### src/rtl/pf_pkg.sv
package pf_pkg;

  // Kind of access whose reply arrives in the current cycle
  typedef enum logic [1:0] {
    RSP_NONE  = 2'd0,
    RSP_FETCH = 2'd1,
    RSP_DREAD = 2'd2
  } pf_rsp_e;

  // At most one word may be held or in flight; a new fetch is allowed
  // when none is, or when the single one is taken this cycle.
  function automatic logic pf_may_fetch(input logic held, input logic flying,
                                        input logic taken);
    return (!held && !flying) || ((held ^ flying) && taken);
  endfunction

endpackage

### src/rtl/pf_arbiter.sv
module pf_arbiter
  import pf_pkg::*;
#(
  parameter int AW = 16,
  parameter int DW = 32
) (
  input  logic          clk,
  input  logic          rst_n,
  input  logic          dat_req,
  input  logic          dat_we,
  input  logic [AW-1:0] dat_addr,
  input  logic [DW-1:0] dat_wdata,
  input  logic          fetch_want,
  input  logic [AW-1:0] fetch_addr,
  output logic          mem_req,
  output logic          mem_we,
  output logic [AW-1:0] mem_addr,
  output logic [DW-1:0] mem_wdata,
  output logic          fetch_grant,
  output pf_rsp_e       rsp_kind
);

  pf_rsp_e rsp_kind_d;

  always_comb begin
    fetch_grant = fetch_want && !dat_req;
    mem_req     = dat_req || fetch_want;
    mem_we      = dat_req && dat_we;
    mem_addr    = dat_req ? dat_addr : fetch_addr;
    mem_wdata   = dat_wdata;
    if (dat_req)          rsp_kind_d = dat_we ? RSP_NONE : RSP_DREAD;
    else if (fetch_grant) rsp_kind_d = RSP_FETCH;
    else                  rsp_kind_d = RSP_NONE;
  end

  always_ff @(posedge clk or negedge rst_n) begin
    if (!rst_n) rsp_kind <= RSP_NONE;
    else        rsp_kind <= rsp_kind_d;
  end

  assert_read_reply_R3: assert property (@(posedge clk) disable iff (!rst_n)
    (dat_req && !dat_we) |=> (rsp_kind == RSP_DREAD));

  assert_write_no_reply_R3: assert property (@(posedge clk) disable iff (!rst_n)
    (dat_req && dat_we) |=> (rsp_kind == RSP_NONE));

endmodule

### src/rtl/pf_fetch_ctrl.sv
module pf_fetch_ctrl
  import pf_pkg::*;
#(
  parameter int          AW        = 16,
  parameter logic [AW-1:0] RESET_VEC = '0
) (
  input  logic          clk,
  input  logic          rst_n,
  input  logic          redir_valid,
  input  logic [AW-1:0] redir_addr,
  input  logic          buf_held,
  input  logic          rsp_fetch,
  input  logic          taken,
  input  logic          fetch_grant,
  output logic          fetch_want,
  output logic [AW-1:0] fetch_addr,
  output logic [AW-1:0] rsp_addr
);

  localparam logic [AW-1:0] WORD_STEP = AW'(1);

  function automatic logic [AW-1:0] step_addr(input logic [AW-1:0] a);
    return a + WORD_STEP;
  endfunction

  logic [AW-1:0] pc_q;
  logic [AW-1:0] flying_addr_q;

  assign fetch_addr = pc_q;
  assign rsp_addr   = flying_addr_q;
  assign fetch_want = !redir_valid && pf_may_fetch(buf_held, rsp_fetch, taken);

  always_ff @(posedge clk or negedge rst_n) begin
    if (!rst_n) begin
      pc_q          <= RESET_VEC;
      flying_addr_q <= RESET_VEC;
    end else if (redir_valid) begin
      pc_q <= redir_addr;
    end else if (fetch_grant) begin
      pc_q          <= step_addr(pc_q);
      flying_addr_q <= pc_q;
    end
  end

  assert_seq_addr_R7: assert property (@(posedge clk) disable iff (!rst_n)
    fetch_grant |=> (fetch_addr == step_addr($past(fetch_addr))));

  assert_redirect_target_R8: assert property (@(posedge clk) disable iff (!rst_n)
    redir_valid |=> (fetch_addr == $past(redir_addr)));

endmodule

### src/rtl/pf_hold_buf.sv
module pf_hold_buf #(
  parameter int AW = 16,
  parameter int DW = 32
) (
  input  logic          clk,
  input  logic          rst_n,
  input  logic          flush,
  input  logic          rsp_fetch,
  input  logic [DW-1:0] rsp_word,
  input  logic [AW-1:0] rsp_addr,
  input  logic          ins_ready,
  output logic          ins_valid,
  output logic [DW-1:0] ins_word,
  output logic [AW-1:0] ins_addr,
  output logic          buf_held,
  output logic          taken
);

  logic          held_q;
  logic [DW-1:0] word_q;
  logic [AW-1:0] addr_q;
  logic          load_rsp;

  always_comb begin
    ins_valid = !flush && (held_q || rsp_fetch);
    ins_word  = held_q ? word_q : rsp_word;
    ins_addr  = held_q ? addr_q : rsp_addr;
    taken     = ins_valid && ins_ready;
    buf_held  = held_q;
    // a reply is parked unless it passes straight through to execute
    load_rsp  = rsp_fetch && !(taken && !held_q);
  end

  always_ff @(posedge clk or negedge rst_n) begin
    if (!rst_n) begin
      held_q <= 1'b0;
      word_q <= '0;
      addr_q <= '0;
    end else if (flush) begin
      held_q <= 1'b0;
    end else if (load_rsp) begin
      held_q <= 1'b1;
      word_q <= rsp_word;
      addr_q <= rsp_addr;
    end else if (taken) begin
      held_q <= 1'b0;
    end
  end

  assert_no_overflow_R5: assert property (@(posedge clk) disable iff (!rst_n)
    !(rsp_fetch && held_q && !ins_ready && !flush));

  assert_hold_stable_R5: assert property (@(posedge clk) disable iff (!rst_n)
    (ins_valid && !ins_ready) |=>
      (flush || (ins_valid && $stable(ins_word) && $stable(ins_addr))));

endmodule

### src/rtl/prefetch_unit.sv
module prefetch_unit
  import pf_pkg::*;
#(
  parameter int            AW        = 16,
  parameter int            DW        = 32,
  parameter logic [AW-1:0] RESET_VEC = 16'h0100
) (
  input  logic          clk,
  input  logic          rst_n,
  output logic          mem_req,
  output logic          mem_we,
  output logic [AW-1:0] mem_addr,
  output logic [DW-1:0] mem_wdata,
  input  logic [DW-1:0] mem_rdata,
  output logic          ins_valid,
  input  logic          ins_ready,
  output logic [DW-1:0] ins_word,
  output logic [AW-1:0] ins_addr,
  input  logic          dat_req,
  input  logic          dat_we,
  input  logic [AW-1:0] dat_addr,
  input  logic [DW-1:0] dat_wdata,
  output logic          dat_rvalid,
  output logic [DW-1:0] dat_rdata,
  input  logic          redir_valid,
  input  logic [AW-1:0] redir_addr
);

  // named internal events
  logic          fetch_want;
  logic          fetch_grant;
  logic [AW-1:0] fetch_addr;
  logic [AW-1:0] rsp_addr;
  logic          buf_held;
  logic          taken;
  logic          rsp_fetch;
  pf_rsp_e       rsp_kind;

  assign rsp_fetch  = (rsp_kind == RSP_FETCH);
  assign dat_rvalid = (rsp_kind == RSP_DREAD);
  assign dat_rdata  = mem_rdata;

  pf_arbiter #(.AW(AW), .DW(DW)) arb_i (
    .clk(clk), .rst_n(rst_n),
    .dat_req(dat_req), .dat_we(dat_we), .dat_addr(dat_addr), .dat_wdata(dat_wdata),
    .fetch_want(fetch_want), .fetch_addr(fetch_addr),
    .mem_req(mem_req), .mem_we(mem_we), .mem_addr(mem_addr), .mem_wdata(mem_wdata),
    .fetch_grant(fetch_grant), .rsp_kind(rsp_kind)
  );

  pf_fetch_ctrl #(.AW(AW), .RESET_VEC(RESET_VEC)) fet_i (
    .clk(clk), .rst_n(rst_n),
    .redir_valid(redir_valid), .redir_addr(redir_addr),
    .buf_held(buf_held), .rsp_fetch(rsp_fetch), .taken(taken),
    .fetch_grant(fetch_grant), .fetch_want(fetch_want),
    .fetch_addr(fetch_addr), .rsp_addr(rsp_addr)
  );

  pf_hold_buf #(.AW(AW), .DW(DW)) buf_i (
    .clk(clk), .rst_n(rst_n),
    .flush(redir_valid), .rsp_fetch(rsp_fetch),
    .rsp_word(mem_rdata), .rsp_addr(rsp_addr),
    .ins_ready(ins_ready), .ins_valid(ins_valid),
    .ins_word(ins_word), .ins_addr(ins_addr),
    .buf_held(buf_held), .taken(taken)
  );

  assert_one_cycle_latency_R6: assert property (@(posedge clk) disable iff (!rst_n)
    fetch_grant |=> (ins_valid || redir_valid));

  assert_exec_port_R2: assert property (@(posedge clk) disable iff (!rst_n)
    dat_req |-> !fetch_grant);

  assert_redirect_quiet_R8: assert property (@(posedge clk) disable iff (!rst_n)
    redir_valid |=> !rsp_fetch);

endmodule

### config.mk
export PLATFORM = sky130hd
export DESIGN_NAME = prefetch_unit
export DESIGN_NICKNAME = d
export VERILOG_FILES = /design/src/rtl/pf_pkg.sv /design/src/rtl/pf_arbiter.sv /design/src/rtl/pf_fetch_ctrl.sv /design/src/rtl/pf_hold_buf.sv /design/src/rtl/prefetch_unit.sv
export SDC_FILE = /design/constraint.sdc
export NUM_CORES = 1
export LEC_CHECK = 0
export BUFFER_PORTS_ARGS = -buffer_cell sky130_fd_sc_hd__clkbuf_2
export CORE_MARGIN = 4
export CORE_UTILIZATION = 30
export CTS_CLUSTER_DIAMETER = 150
export CTS_CLUSTER_SIZE = 16
export DETAILED_ROUTE_END_ITERATION = 7
export SLEW_MARGIN = 40
export SYNTH_ARGS = -nofsm -noshare
export SYNTH_HDL_FRONTEND = slang
export SYNTH_SLANG_ARGS = --single-unit
### constraint.sdc
create_clock -name clk -period 2.99 [get_ports clk]
set_input_delay 0.897 -clock clk [delete_from_list [all_inputs] [get_ports clk]]
set_output_delay 0.897 -clock clk [all_outputs]
set_load 0.05 [all_outputs]
## Yosys cells after proc, flatten, opt, wreduce, memory -nomap -nowiden

Cells that the tools add are included.

- Logic and storage cells: 43
- Output and inout port bits: 132
- Input port bits: 102
- Register bits after elaboration: 83

- Bitwise gates (word level): 2
- Equal/unequal tests: 2
- Muxes and demuxes: 11
- Add/subtract/negate cells: 1
- Reductions and logical operators: 21

Operators by type and width:

| operator | number |
|---|---|
| $mux W16 | 4 |
| $mux W32 | 1 |
| $add A16 B1 Y16 const B | 1 |
| $logic_and A1 B1 Y1 | 9 |
| $logic_not A1 Y1 | 5 |
| $mux W1 | 4 |
| $mux W2 | 2 |
| $reduce_and A2 Y1 | 2 |
| $logic_or A1 B1 Y1 | 3 |
| $reduce_bool A3 Y1 | 1 |
| $eq A2 B1 Y1 const B | 1 |
| $eq A2 B2 Y1 const B | 1 |
| $reduce_bool A2 Y1 | 1 |
| $not A1 Y1 | 1 |
| $xor A1 B1 Y1 | 1 |

## Longest topological paths before layout

Gate-level depths: netlist of the first run.

- Depth after elaboration: 10
- Gate-level depth with buffers: 9

## Cells and area by module

Synthesis of the first run repeated with hierarchy kept, for this count alone.

- Cell total of the unflattened synthesis: 391
- Area, all modules: 4,924.7 um^2

Modules (own cells, without submodules):

| module | instances | sequential area each (um^2) | cells each | area an instance (um^2) |
|---|---|---|---|---|
| pf_hold_buf | 1 | 1,226.2 | 165 | 2,524.9 |
| pf_fetch_ctrl | 1 | 803.3 | 136 | 1,566.5 |
| pf_arbiter | 1 | 50.0 | 56 | 578.1 |
| prefetch_unit | 1 | 0.0 | 34 | 255.2 |

## Worst setup path after synthesis of the first run

No wires, ideal clock.

- Path kind: reg-to-output
- Start: register buf_i.held_q, in the netlist buf_i.buf_held
- End: output port mem_req
- Stages on the path, launching flop included: 8
- Arrival: 2.194 ns
- Slack: -0.101 ns
- Cell sequence: dfrtp_1 clkbuf_1 clkbuf_1 inv_1 ha_1 a21oi_1 clkbuf_1 o21bai_1

- Word-level cells in the longest chain between the ends: 7
- Elaborated cells on any way between the ends: 10
- Those cells by class: 1 x bitwise; 9 x reduce/logical

RTL lines:

| element | RTL line | source |
|---|---|---|
| start, declared | pf_hold_buf.sv:19 | `logic held_q;` |
| start signal, assigned | pf_hold_buf.sv:36 | `held_q <= 1'b0;` |
| start signal, assigned | pf_hold_buf.sv:40 | `held_q <= 1'b0;` |
| start signal, assigned | pf_hold_buf.sv:42 | `held_q <= 1'b1;` |
| $logic_or A1 B1 Y1 | pf_hold_buf.sv:25 | `ins_valid = !flush && (held_q \|\| rsp_fetch);` |
| $logic_and A1 B1 Y1 | pf_hold_buf.sv:25 |  |
| $logic_and A1 B1 Y1 | pf_hold_buf.sv:28 | `taken = ins_valid && ins_ready;` |
| $logic_and A1 B1 Y1 | pf_pkg.sv:14 | `return (!held && !flying) \|\| ((held ^ flying) && taken);` |
| $logic_or A1 B1 Y1 (*) | pf_pkg.sv:14 |  |
| $logic_and A1 B1 Y1 (*) | pf_fetch_ctrl.sv:31 | `assign fetch_want = !redir_valid && pf_may_fetch(buf_held, rsp_fetch, taken);` |
| $logic_or A1 B1 Y1 (*) | pf_arbiter.sv:27 | `mem_req = dat_req \|\| fetch_want;` |
| end, declared | prefetch_unit.sv:10 | `output logic mem_req,` |

Mark *: on every way between the ends. The rest lies on a longest branch, timed or not.

## Worst setup path in the final report of the first run

- Start: register arb_i.rsp_kind[1]
- End: output port mem_req

- Word-level cells in the longest chain between the ends: 8
- Elaborated cells on any way between the ends: 11
- Those cells by class: 1 x eq/ne; 1 x bitwise; 9 x reduce/logical

RTL lines:

| element | RTL line | source |
|---|---|---|
| start, declared | pf_arbiter.sv:20 | `output pf_rsp_e rsp_kind` |
| start signal, assigned | pf_arbiter.sv:38 | `else rsp_kind <= rsp_kind_d;` |
| $eq A2 B1 Y1 (*) | prefetch_unit.sv:39 | `assign rsp_fetch = (rsp_kind == RSP_FETCH);` |
| $logic_or A1 B1 Y1 | pf_hold_buf.sv:25 |  |
| $logic_and A1 B1 Y1 | pf_hold_buf.sv:25 |  |
| $logic_and A1 B1 Y1 | pf_hold_buf.sv:28 |  |
| $logic_and A1 B1 Y1 | pf_pkg.sv:14 |  |
| $logic_or A1 B1 Y1 (*) | pf_pkg.sv:14 |  |
| $logic_and A1 B1 Y1 (*) | pf_fetch_ctrl.sv:31 |  |
| $logic_or A1 B1 Y1 (*) | pf_arbiter.sv:27 |  |

Marked as above.

==> results of run 1 <==
[layer usage]
| layer | track usage | part of all wire | vias to the layer above |
|---|---|---|---|
| met1 | 0.153 | 0.45 | 1543 |
| met2 | 0.192 | 0.47 | 136 |
| li1 | - | - | 1531 |
| met3 | 0.0270 | 0.061 | 34 |
| met5 | 0 | 0 | - |
| met4 | 0.0525 | 0.021 | 0 |
[registers in the layout (all words and copies together), names as in the netlist]
signal,count
buf_i.word_q,32
buf_i.buf_held,1
buf_i.addr_q,16
fet_i.rsp_addr,16
fet_i.fetch_addr,16
arb_i.rsp_kind,2
[power breakdown]
| group | internal, W | leakage [nW] | switching (W) | total [W] |
|---|---|---|---|---|
| sequential | 0.00145 | 0.991 | 0.000184 | 0.00163 |
| clock | 0.000588 | 0.132 | 0.000453 | 0.00104 |
| combinational | 0.000527 | 1.48 | 0.000885 | 0.00141 |
[cell families after synthesis]
| group | count (synthesis) | synth area share |
|---|---|---|
| multiplexers | 130 | 0.313 |
| buffers and inverters | 86 | 0.121 |
| flip-flops | 83 | 0.445 |
| AND/OR/NAND/NOR | 54 | 0.0691 |
| AO/OA/AOI/OAI | 25 | 0.0300 |
| XOR/XNOR | 9 | 0.0169 |
| adder cells (fa/ha/maj) | 2 | 0.00535 |
[layout make-up]
class / count / share of cell area
well taps: 211 / 0.0469
repair buffers: 180 / 0.170
multi-input cells: 220 / 0.361
inverters: 3 / 0.00200
clock buffers: 11 / 0.0432
flip-flops and latches: 83 / 0.370
clock inverters: 5 / 0.00667
[worst max-delay path by stage]
stage / endpoint / slack [ns] / depth (start not counted)
after floorplan: ins_valid / 0.14 / 3
after global placement: fet_i.fetch_addr[15] / 0.32 / 6
after detailed placement: fet_i.fetch_addr[15] / 0.19 / 6
after CTS: mem_req / 0.12 / 6
after global routing: mem_req / 0.01 / 6
final: mem_req / 0.15 / 6
[stage by stage]
stage / instances / worst slack, ns / cell area (sq um) / hold WS (ns)
floorplan: 389 / 0.137 / 4680 / 0.474
global placement: 697 / 0.320 / 5340 / 0.483
detailed placement: 697 / 0.189 / 5340 / 0.487
CTS: 713 / 0.119 / 5620 / 0.502
global route: 713 / 0.0141 / 5620 / 0.517
finish: 713 / 0.149 / 5620 / 0.498
[synth_stat cells]
cell / instances / area share
clkinv_1: 1 / 0.00080
nor4_1: 1 / 0.0013
nand4b_4: 1 / 0.0051
nor3b_1: 1 / 0.0016
buf_1: 1 / 0.00080
mux2_2: 128 / 0.31
xor2_1: 2 / 0.0037
or3_2: 1 / 0.0016
inv_1: 2 / 0.0016
nand2_1: 17 / 0.014
mux2i_1: 2 / 0.0043
or4b_4: 1 / 0.0029
nand3b_1: 1 / 0.0016
dfstp_2: 2 / 0.011
o21ai_0: 15 / 0.016
nor4bb_1: 1 / 0.0021
o211ai_1: 2 / 0.0032
ha_1: 2 / 0.0054
nor3_1: 3 / 0.0032
nand2b_1: 1 / 0.0013
xnor2_1: 7 / 0.013
buf_2: 2 / 0.0021
clkbuf_1: 16 / 0.013
a21oi_1: 2 / 0.0021
dfrtp_1: 81 / 0.43
nand4bb_1: 1 / 0.0024
a31oi_1: 4 / 0.0054
or4b_1: 1 / 0.0021
a22oi_1: 1 / 0.0016
nor2b_1: 4 / 0.0054
or4_1: 1 / 0.0016
nand3_1: 3 / 0.0032
and3b_2: 1 / 0.0021
nor3_2: 1 / 0.0021
or3_1: 2 / 0.0027
nor2_1: 7 / 0.0056
buf_4: 64 / 0.10
nand4_1: 3 / 0.0040
and4_1: 1 / 0.0019
and2_1: 1 / 0.0013
o21bai_1: 1 / 0.0016
==> out/qor.yml, run 1 <==
routing:
  wl_per_cell_um: 14.7
  drcViolationCount: 0
  wirelength_um: 10500
  final_antenna_net_count: 0
  viasPerCell: 4.55
  vias: 3244
  drt_iter0_markers: 94
  drt_pass1_iterations: 4
cts:
  cts_resized: 0
  cts-root-buf: "clkbuf_16"
  cts_tree: "done"
  htreeDepth: 3
  numCtsBuffers: 9
  clk_latency_ns: 0.34
  postCtsSetupRepairBufs: 0
  numClockSinks: 83
  clockBufferDepth: 2
  path_clk_slew_ns: 0.06
  cts_hold_buffers: 0
floorplanning:
  dieHeight_um: 133
  core-area_sq_um: 15300
  rows: 45
  die_w_um: 133
  io_pins: 234
  die_area_sq_um: 17600
  start_util: 0.306
timing:
  tightest_slew_ns: 0.467
  maxSlewHeadroom: 0.689
  tns_ns: 0
  max_freq_mhz: 352
  finClkSkew_ns: 0.00312
  rsz0062_at_grt: "false"
  fin_crit_ns: 2.84
  min_period_over_period: 0.950
  finalHoldViolCount: 0
  setup_violations: 0
  report.final.slew_viol_count: 0
global_routing:
  antenna_found_initial: 0
  first_global_vias: 3256
  grt_use_total: 0.119
  grt_pass1_wl_um: 16800
  grt_max_degree: 52
  overflow: 0
synth:
  yosys_register_bits: 83
  yosysSeqAreaShare: 0.445
  syn_area_sq_um: 4670
  syn_nets: 493
  synth_cells: 389
  synthDistinctLibCells: 41
  synth.avg_cell_area_sq_um: 12.0
  ys_warn_count: 0
worst_setup_path:
  path_cells: "nor2b_1 -> inv_1 -> ha_1 -> a21oi_1 -> o21bai_2 -> clkbuf_2"
  cp-start-kind: "flop"
  rr_startpoint: "arb_i.rsp_kind[1]"
  crit_arrival_ns: 1.94
  worstReg2RegEnd: "fet_i.fetch_addr[15]"
  end_kind: "output pin"
  crit_type: "reg2out"
  rrSetupSlack_ns: 0.47
  crit_start: "arb_i.rsp_kind[1]"
  crit_path_top_delay_cell: "dfrtp_1"
  rr_worst_depth: 7
  crit_family: "compound AO/OA/AOI/OAI gates"
  path_buf_inv: 2
  required_ns: 2.09
  cp_max_fo: 4
  critPathMaxStageDelay_ns: 0.37
final_layout:
  fillers: 1498
  drive_gt1_frac: 0.661
  layout_common_cells: "clkbuf_2, mux2_2, dfrtp_1"
  final_common_cell: "clkbuf_2"
  synthToLayoutAreaGrowth_pct: 20.3
  final_util: 0.369
  regArea_sq_um: 2080
  multi_input_area_sq_um: 2030
  layout.nets: 601
  diodes: 0
pwr:
  peakVddDrop_uv: 266
  power.leakage_nw: 2.61
  power_w: 0.00408
  p_per_area_nw_per_um2: 726
placed_design:
  place.gp.congestion: 0.748
  hpwl_um: 8020
  port_buffers: 169
flow_run:
  cap_viol_max_count: 0
run_status:
  status: "complete, no violations"
min_path:
  hold_class: "in2async"
(Power assumes the default switching activity.)
==> run 2, diff against run 1 <==
- ABC_AREA: not set -> 1
- SYNTH_HIERARCHICAL: not set -> 1
==> run 2 against run 1 <==
Against the previous run:
- setup slack worse by 0.019 ns
- worst hold slack worse by 0.030 ns
- routed wire length up 21%
- synthesized area up 8.5%
- synthesized cell count up 83%
- cell count up 45%
- via count up 39%
- die area up 8.0%
- critical endpoint unchanged
- highest routed layer unchanged
==> out/qor.yml, run 2 <==
routing:
  final_antenna_net_count: 0  # unchanged
  viasPerCell: 4.37  # -4.0%
  wl_per_cell_um: 12.3  # -16%
  vias: 4504  # +39%
  wirelength_um: 12600  # +21%
  drt_iter0_markers: 237  # +150%
  drcViolationCount: 0  # unchanged
  drt_pass1_iterations: 5  # +1
timing:
  rsz0062_at_grt: "false"
  min_period_over_period: 0.957  # +0.00650
  holdWs_ns: 0.468  # -0.0298 ns
  tightest_slew_ns: 0.581  # +0.114 ns
  finClkSkew_ns: 0.0105  # +0.00736 ns
  maxSlewHeadroom: 0.613  # -0.0758
  finalHoldViolCount: 0  # unchanged
  max_freq_mhz: 350  # -0.68%
  fin_crit_ns: 2.86  # +0.0194 ns
  tns_ns: 0  # unchanged
  setup_violations: 0  # unchanged
  report.final.slew_viol_count: 0  # unchanged
synth:
  synth.avg_cell_area_sq_um: 7.14  # -41%
  synth_top_area_cell: "dfrtp_1"
  syn_nets: 814  # +65%
  synthTopCellsByCount: "nand2_1, dfrtp_1, nand3_1, buf_4, nor2_1"
  syn_area_sq_um: 5070  # +8.5%
  synthDistinctLibCells: 30  # -27%
  ys_warn_count: 6  # +6
  ys_top_cells_by_area: "dfrtp_1, nand2_1, buf_4, nand3_1, nor2_1"
  yosysSeqAreaShare: 0.410  # -0.0349
  synth-main-ff-cell: "dfrtp_1"
  yosys_register_bits: 83  # unchanged
  synth-edff-count: 0  # unchanged
  async_flop_share: 1.00  # unchanged
  synth_cells: 710  # +83%
  synth.top_cell.area_share: 0.400  # -0.0340
  yosysMostFrequentCell: "nand2_1"
floorplanning:
  start_util: 0.306  # -0.000479
  die_area_sq_um: 19000  # +8.0%
  dieHeight_um: 138  # +3.9%
  core-area_sq_um: 16600  # +8.7%
  die_w_um: 138  # +3.9%
  rows: 47  # +4.4%
  io_pins: 234  # unchanged
global_routing:
  antenna_found_initial: 0  # unchanged
  first_global_vias: 4194  # +29%
  grt_max_degree: 49  # -5.8%
  grt_pass1_wl_um: 21300  # +26%
  overflow: 0  # unchanged
  grt_use_total: 0.132  # +0.0134
cts:
  numCtsBuffers: 9  # unchanged
  clk_latency_ns: 0.34  # about the same
  cts_tree: "done"
  cts-root-buf: "clkbuf_16"
  numClockSinks: 83  # unchanged
  htreeDepth: 3  # unchanged
  clockBufferDepth: 2  # unchanged
  path_clk_slew_ns: 0.06  # about the same
worst_setup_path:
  rrSetupSlack_ns: 0.74  # +0.27 ns
  required_ns: 2.09  # about the same
  cp_max_fo: 3  # -1
  crit_arrival_ns: 1.96  # +0.02 ns
  end_kind: "output pin"
  crit_type: "reg2out"
  cp-start-kind: "flop"
final_layout:
  stdcell_count: 1031  # +45%
  regMostFlops: "buf_i/word_q"
  final_util: 0.358  # -0.0104
  layout_common_cells: "nand2_1, clkbuf_2, dfrtp_1"
  diodes: 0  # unchanged
  layout.nets: 910  # +51%
  final_common_cell: "nand2_1"
  fillers: 1773  # +18%
  drive_gt1_frac: 0.277  # -0.384
  largest_reg_flops: 32  # unchanged
  synthToLayoutAreaGrowth_pct: 17.1
flow_run:
  cap_viol_max_count: 0  # unchanged
placed_design:
  port_buffers: 169  # unchanged
  place.gp.congestion: 0.842  # +13%
  place_inst: 1015  # +46%
  hpwl_um: 9280  # +16%
pwr:
  p_per_area_nw_per_um2: 646  # -11%
  power.leakage_nw: 3.35  # +28%
  peakVddDrop_uv: 288  # +8.2%
min_path:
  hold_class: "reg2reg"
run_status:
  status: "complete, no violations"
[run 2: changes by cell type after synthesis, moves of 7 or more]
cell,previous run,this run
buf_6,0,7
mux2_2,128,0
nand2_2,0,8
clkbuf_1,16,8
nand2_1,17,324
a22oi_1,1,9
nand3_1,3,79
buf_2,2,14
inv_1,2,25
nor2_1,7,42
[run 2: worst max-delay path, stage by stage, from the launching register on]
cell and delay (ns):
dfrtp_1 0.38, nor2_1 0.22, inv_1 0.07, ha_1 0.28, a21oi_1 0.05, nor2_1 0.21
inv_1 0.09, nand2_1 0.07, buf_2 0.25
[run 2: per-stage QoR]
stage          total power (W)  setup WS (ns)  instance area (sq um)
3_5_place_dp           0.00273          0.175                   5630
3_3_place_gp           0.00271          0.193                   5630
5_1_grt                0.00408        0.00476                   5940
2_1_floorplan          0.00255          0.396                   5070
4_1_cts                0.00390         0.0878                   5940
6_report               0.00384          0.129                   5940
[run 2: logic make-up (layout without fill, tap and decap cells)]
| logic type | Yosys count | count (layout) | share of synthesized area |
|---|---|---|---|
| xor+xnor | 1 | 1 | 0.00173 |
| buf+inv | 129 | 230 | 0.167 |
| compound gates | 24 | 24 | 0.0294 |
| fa+ha+maj | 2 | 2 | 0.00493 |
| flops | 83 | 83 | 0.410 |
| simple gates | 471 | 471 | 0.387 |
[run 2: per-layer routing]
| metal | global-route usage | vias to the layer above | wire (um) |
|---|---|---|---|
| li1 | - | 2367 | - |
| met1 | 0.177 | 1984 | 6000 |
| met2 | 0.209 | 143 | 5660 |
| met3 | 0.0425 | 10 | 868 |
| met4 | 0.0322 | 0 | 116 |
| met5 | 0 | - | 0 |
[run 2: layout make-up]
cell class              count  area, sq um  area share
multi-input cells         498         2150       0.361
flip-flops and latches     83         2080       0.350
repair buffers            186         1010       0.171
well taps                 220          275      0.0463
clock buffers              10          239      0.0402
inverters                  28          113      0.0190
clock inverters             6         72.6      0.0122
[run 2: power breakdown]
part	internal (W)	switching, W
Clock	0.000678	0.000468
Combinational	0.000298	0.000847
Sequential	0.00137	0.000171
Total	0.00235	0.00149
[run 2: path summary, 6_finish.rpt]
path / end / startpoint / cells after the start
hold reg to reg: buf_i/word_q[30] / buf_i/word_q[30] / 2
setup / recovery: mem_req / arb_i/rsp_kind[1] / 8
setup reg to reg: fet_i/fetch_addr[14] / arb_i/rsp_kind[1] / 13
min in group asynchronous: buf_i/word_q[1] / rst_n / 1
hold / removal: buf_i/word_q[30] / buf_i/word_q[30] / 2
max in group asynchronous: fet_i/fetch_addr[8] / rst_n / 2
[run 2: timing repair]
item,4_1_cts,5_1_grt
endpoints found under the setup margin,0,1
buffers inserted,0,0
resized for setup,0,1
hold buffers,0,0
